[config.mk]
export PLATFORM = sky130hd
export DESIGN_NAME = osc_startup_seq
export DESIGN_NICKNAME = d
export VERILOG_FILES = /design/src/rtl/osc_seq_pkg.sv /design/src/rtl/osc_req_sync.sv /design/src/rtl/osc_wait_counter.sv /design/src/rtl/osc_startup_seq.sv
export SDC_FILE = /design/constraint.sdc
export NUM_CORES = 1
export LEC_CHECK = 0
export ABC_CLOCK_PERIOD_IN_PS = 3070
export CAP_MARGIN = 20
export CORE_ASPECT_RATIO = 0.75
export CORE_MARGIN = 1
export CORE_UTILIZATION = 53
export CTS_BUF_LIST = sky130_fd_sc_hd__clkbuf_4 sky130_fd_sc_hd__clkbuf_8
export DETAILED_ROUTE_END_ITERATION = 8
export PLACE_DENSITY_LB_ADDON = 0.15
export SLEW_MARGIN = 20
export SYNTH_ARGS = -nofsm -noshare
export SYNTH_HDL_FRONTEND = slang
export SYNTH_SLANG_ARGS = --single-unit
[constraint.sdc]
create_clock -name clk -period 3.07 [get_ports clk]
set_input_delay 0.4605 -clock clk [delete_from_list [all_inputs] [get_ports clk]]
set_output_delay 0.4605 -clock clk [all_outputs]
set_load 0.01 [all_outputs]
[src/rtl/osc_seq_pkg.sv]
package osc_seq_pkg;
  typedef enum logic [1:0] {
    ST_OFF      = 2'd0,
    ST_STARTING = 2'd1,
    ST_READY    = 2'd2
  } osc_state_e;
endpackage

[src/rtl/osc_req_sync.sv]
// Multi-stage synchronizer for the asynchronous clock-request line.
module osc_req_sync #(
  parameter int STAGES = 2
) (
  input  logic clk,
  input  logic rst,
  input  logic async_in,
  output logic sync_out
);
  logic [STAGES-1:0] shreg;

  always_ff @(posedge clk) begin
    if (rst) shreg <= '0;
    else     shreg <= {shreg[STAGES-2:0], async_in};
  end

  assign sync_out = shreg[STAGES-1];
endmodule

[src/rtl/osc_wait_counter.sv]
// Exponent-coded wait counter: loads a limit of 2^code on start,
// flags the final cycle of the wait.
module osc_wait_counter #(
  parameter int SEL_W = 4
) (
  input  logic             clk,
  input  logic             rst,
  input  logic             load,
  input  logic             advance,
  input  logic [SEL_W-1:0] code,
  output logic             last
);
  localparam int CNT_W = 1 << SEL_W;

  logic [CNT_W-1:0] count_q;
  logic [CNT_W-1:0] limit_m1_q;

  always_ff @(posedge clk) begin
    if (rst) begin
      count_q    <= '0;
      limit_m1_q <= '0;
    end else if (load) begin
      count_q    <= '0;
      limit_m1_q <= (CNT_W'(1) << code) - CNT_W'(1);
    end else if (advance) begin
      count_q <= count_q + CNT_W'(1);
    end
  end

  assign last = (count_q == limit_m1_q);
endmodule

[src/rtl/osc_startup_seq.sv]
module osc_startup_seq #(
  parameter int SEL_W       = 4,
  parameter int SYNC_STAGES = 2
) (
  input  logic             clk,
  input  logic             rst,
  input  logic             en,
  input  logic             ondemand,
  input  logic             clk_req,
  input  logic [SEL_W-1:0] startup_sel,
  output logic             osc_run,
  output logic             osc_ready
);
  import osc_seq_pkg::*;

  logic       req_s;
  logic       run_cond;
  logic       wait_last;
  logic       cnt_load;
  logic       cnt_adv;
  osc_state_e state_q;
  osc_state_e state_d;

  osc_req_sync #(.STAGES(SYNC_STAGES)) u_sync (
    .clk      (clk),
    .rst      (rst),
    .async_in (clk_req),
    .sync_out (req_s)
  );

  assign run_cond = en & (~ondemand | req_s);

  always_comb begin
    state_d  = state_q;
    cnt_load = 1'b0;
    cnt_adv  = 1'b0;
    unique case (state_q)
      ST_OFF: begin
        if (run_cond) begin
          state_d  = ST_STARTING;
          cnt_load = 1'b1;
        end
      end
      ST_STARTING: begin
        if (!run_cond)      state_d = ST_OFF;
        else if (wait_last) state_d = ST_READY;
        else                cnt_adv = 1'b1;
      end
      ST_READY: begin
        if (!run_cond) state_d = ST_OFF;
      end
      default: state_d = ST_OFF;
    endcase
  end

  osc_wait_counter #(.SEL_W(SEL_W)) u_wait (
    .clk     (clk),
    .rst     (rst),
    .load    (cnt_load),
    .advance (cnt_adv),
    .code    (startup_sel),
    .last    (wait_last)
  );

  always_ff @(posedge clk) begin
    if (rst) begin
      state_q   <= ST_OFF;
      osc_run   <= 1'b0;
      osc_ready <= 1'b0;
    end else begin
      state_q   <= state_d;
      osc_run   <= (state_d != ST_OFF);
      osc_ready <= (state_d == ST_READY);
    end
  end
endmodule

==> impl_metrics.py <==
metrics = {
    "status": {
        "outcome": "complete, no violations",
    },
    "synth": {
        "synthCells": 227,
        "syn_area_sq_um": 1919,
        "yosys_warnings": 0,
        "ys_types": 38,
        "synth_seq_cells": 38,
        "syn_avg_cell_area_sq_um": 8.455,
        "syn_nets": 238,
        "ys_seq_area_share_pct": 39.63,
    },
    "clock_tree": {
        "cts_resized": 0,
        "post_cts_buffers": 0,
        "numCtsBuffers": 5,
        "cts_tree": "yes",
        "cts_root_buf": "clkbuf_8",
        "clock_latency_ps": 290,
        "htreeDepth": 2,
        "ctsHoldBuffers": 0,
        "clk_pin_slew_worst_paths_ps": 70,
        "clkSinkCount": 38,
        "cts_buffer_depth": 2,
    },
    "die": {
        "start_util_pct": 56.81,
        "die_x_um": 71.49,
        "io-pin-count": 11,
        "rows": 18,
        "die_area_sq_um": 3868,
        "core_area_sq_um": 3378,
        "die_y_um": 54.12,
    },
    "detailed_routing": {
        "dr.pass1.iters": 4,
        "routed_wl_um": 4606,
        "post_drt_wl_per_cell_um": 16.69,
        "via_per_inst": 6.402,
        "vias": 1767,
        "antenna_left": 0,
        "drc": 0,
        "drtIter0Drc": 131,
    },
    "worst_hold_path": {
        "holdPathStages": 1,
        "worstHoldStart": "u_sync.shreg[0]$_SDFF_PP0_",
        "hp-class": "register to register",
        "min_to": "u_sync.shreg[1]$_SDFF_PP0_",
    },
    "cells_and_area": {
        "drive_above_1_share_pct": 8.051,
        "fin_nets": 247,
        "register_area_sq_um": 760.7,
        "nFillCells": 292,
        "diodes": 0,
        "stdcell_count": 276,
        "area_delta_synth_final_pct": 11.08,
        "multi_input_area_sq_um": 1064,
    },
    "critical_path": {
        "reg2regPathDepth": 6,
        "r2r_start": "u_wait.count_q[3]$_SDFFE_PP0P_",
        "crit_cells": 8,
        "slowest_stage": "clkdlybuf4s50_1",
        "end_kind": "register",
        "crit_buf_inv": 1,
        "timing.rr.end": "u_wait.count_q[8]$_SDFFE_PP0P_",
        "criticalPathCategory": "input port to register",
        "critPathRequiredTime_ps": 3300,
        "cpPeakStageDelay_ps": 620,
        "critPathLaunchType": "input port",
        "cp_cell_sequence": "clkdlybuf4s50_1 -> or3_1 -> ha_1 -> nor4bb_1 -> a21oi_1 -> o221ai_1 -> o21ai_0 -> nor2_1",
        "arrival_ps": 2640,
        "path_delay_family": "simple AND/OR/NAND/NOR gates",
        "rrSetupSlack_ps": 910,
        "critPathMaxFanout": 13,
    },
    "global_routing": {
        "grt_pass1_vias": 1679,
        "grt_use_met2_pct": 41.27,
        "grt_use_met3_pct": 6.554,
        "grt_overflow": 0,
        "grt_max_degree": 18,
        "top_usage_layer": "met2",
        "grt_antenna_before_repair": 0,
        "grt_pass1_wl_um": 7541,
        "grt.total_usage_pct": 26.72,
        "grtUsageMet1_pct": 33.75,
    },
    "pwr": {
        "power.density_nw_per_um2": 458.8,
        "combPwrFrac_pct": 13.7,
        "sw_frac_of_total_pct": 26.86,
        "clkPwrFrac_pct": 32.9,
        "seqPwrFrac_pct": 53.3,
        "p_int_mw": 0.7154,
        "peakVddDrop_mv": 0.3907,
        "power.switching_mw": 0.2627,
        "p_leak_nw": 0.7287,
    },
    "sta": {
        "worst_slew_pin_slew_ps": 811.8,
        "finalSetupViolations": 0,
        "hold_violations": 0,
        "finalMaxSlewViolations": 0,
        "tns_ps": 0,
        "slew_headroom_pct": 45.47,
        "rsz0062_at_grt": "no",
        "finalCritPeriodShare_pct": 78.41,
        "post-route-min-period_ps": 2407,
        "finClkSkew_ps": 3.774,
        "hold_ws_ps": 453.4,
        "max_freq_mhz": 415.4,
    },
    "placed_design": {
        "place_inst": 269,
        "dp_hpwl_um": 3288,
        "io_buffers": 10,
        "place_congestion": 0.7712,
    },
    "flow_run": {
        "cap_viol_max_count": 0,
    },
}
-- metal layers --
layer,vias up,wire length (um),part of all wire (%)
li1,847,-,-
met3,11,278,6.0
met4,0,98,2.1
met5,-,0,0
met1,849,2163,47
met2,60,2065,45
-- state kept, by name, summed over array words and instances, names as in the netlist --
name               count
osc_ready              1
osc_run                1
state_q                2
u_sync.shreg           2
u_wait.count_q        16
u_wait.limit_m1_q     16
-- cell usage in the layout (no fill, tap or decap), types with 4 or more instances in the layout --
cell             synthesis  layout
dfxtp_1                 38      38
xnor2_1                 17      17
nand2_1                 15      15
o21ai_0                 15      15
a21oi_1                 15      15
nor2_1                  13      13
nand4_1                 12      12
or3_1                   11      11
and3_1                  10      10
clkdlybuf4s50_1          0      10
nand3_1                  9       9
buf_4                    0       9
nor3_1                   8       8
a211oi_1                 7       7
o211ai_1                 5       5
or4_1                    5       5
clkbuf_8                 0       5
nor2b_1                  4       4
-- per-stage QoR --
stage | worst slack (ps) | util, % | instance area (sq um) | power (mW)
floorplan | 724.8 | - | 1919 | 0.6264
global placement | 495.4 | 60.78 | 2053 | 0.6587
detailed placement | 398.0 | 60.78 | 2053 | 0.6646
CTS | 698.2 | 63.11 | 2132 | 0.9837
global route | 484.0 | 63.11 | 2132 | 1.019
finish | 662.7 | 63.11 | 2132 | 0.9781
-- synthesized netlist by cell type --
cell type,count,area [sq um]
dfxtp_1,38,760.7
xnor2_1,17,148.9
a21oi_1,15,75.07
nand2_1,15,56.30
o21ai_0,15,75.07
nor2_1,13,48.80
nand4_1,12,75.07
or3_1,11,68.82
and3_1,10,62.56
clkbuf_1,10,37.54
nand3_1,9,45.04
nor3_1,8,40.04
a211oi_1,7,52.55
o211ai_1,5,37.54
or4_1,5,37.54
buf_2,4,20.02
nor2b_1,4,25.02
and4_1,3,26.28
inv_1,3,11.26
o31ai_1,3,22.52
buf_6,2,22.52
ha_1,2,25.02
a2111oi_0,1,8.760
a221oi_1,1,8.760
a22o_1,1,8.760
a32o_1,1,10.01
and2_1,1,6.260
buf_1,1,3.750
mux2i_1,1,10.01
nand2b_1,1,6.260
nand3_2,1,10.01
nor4_4,1,21.27
nor4b_1,1,8.760
nor4bb_1,1,10.01
o221ai_1,1,8.760
o2bb2ai_1,1,8.760
or2_2,1,6.260
xor2_1,1,8.760
-- worst max path at each step --
stage | from | endpoint | slack [ps]
floorplan | startup_sel[0] | u_wait.limit_m1_q[10]$_SDFFE_PP0P_ | 720
global placement | startup_sel[0] | u_wait.limit_m1_q[10]$_SDFFE_PP0P_ | 500
detailed placement | startup_sel[2] | u_wait.limit_m1_q[10]$_SDFFE_PP0P_ | 400
CTS | startup_sel[2] | u_wait.limit_m1_q[10]$_SDFFE_PP0P_ | 700
global route | startup_sel[2] | u_wait.limit_m1_q[10]$_SDFFE_PP0P_ | 480
finish | startup_sel[2] | u_wait.limit_m1_q[10]$_SDFFE_PP0P_ | 660
-- cell families (layout without fill, tap and decap cells) --
family / after synthesis / after routing / share of synthesized area (%)
compound gates: 51 / 51 / 16.49
xor+xnor: 18 / 18 / 8.214
fa+ha+maj: 2 / 2 / 1.304
buf+inv: 20 / 29 / 4.954
flops: 38 / 38 / 39.63
mux: 1 / 1 / 0.5215
simple gates: 97 / 97 / 28.88
-- power by group through the flow --
| stage | clock [mW] | combinational [mW] | sequential, mW |
|---|---|---|---|
| 2_1_floorplan | 0 | 0.0989 | 0.527 |
| 3_3_place_gp | 0 | 0.126 | 0.532 |
| 3_5_place_dp | 0 | 0.132 | 0.533 |
| 4_1_cts | 0.330 | 0.132 | 0.521 |
| 5_1_grt | 0.349 | 0.147 | 0.523 |
| 6_report | 0.322 | 0.134 | 0.522 |
-- cell type report --
| cell class | instances | share of cell area [%] |
|---|---|---|
| clock inverter | 2 | 0.4695 |
| clock buffer | 5 | 3.228 |
| inverter | 3 | 0.5282 |
| timing repair buffer | 19 | 7.864 |
| tap | 40 | 2.347 |
| multi-input combinational | 169 | 49.88 |
| sequential | 38 | 35.68 |
Power figures use the tool's default switching activity.
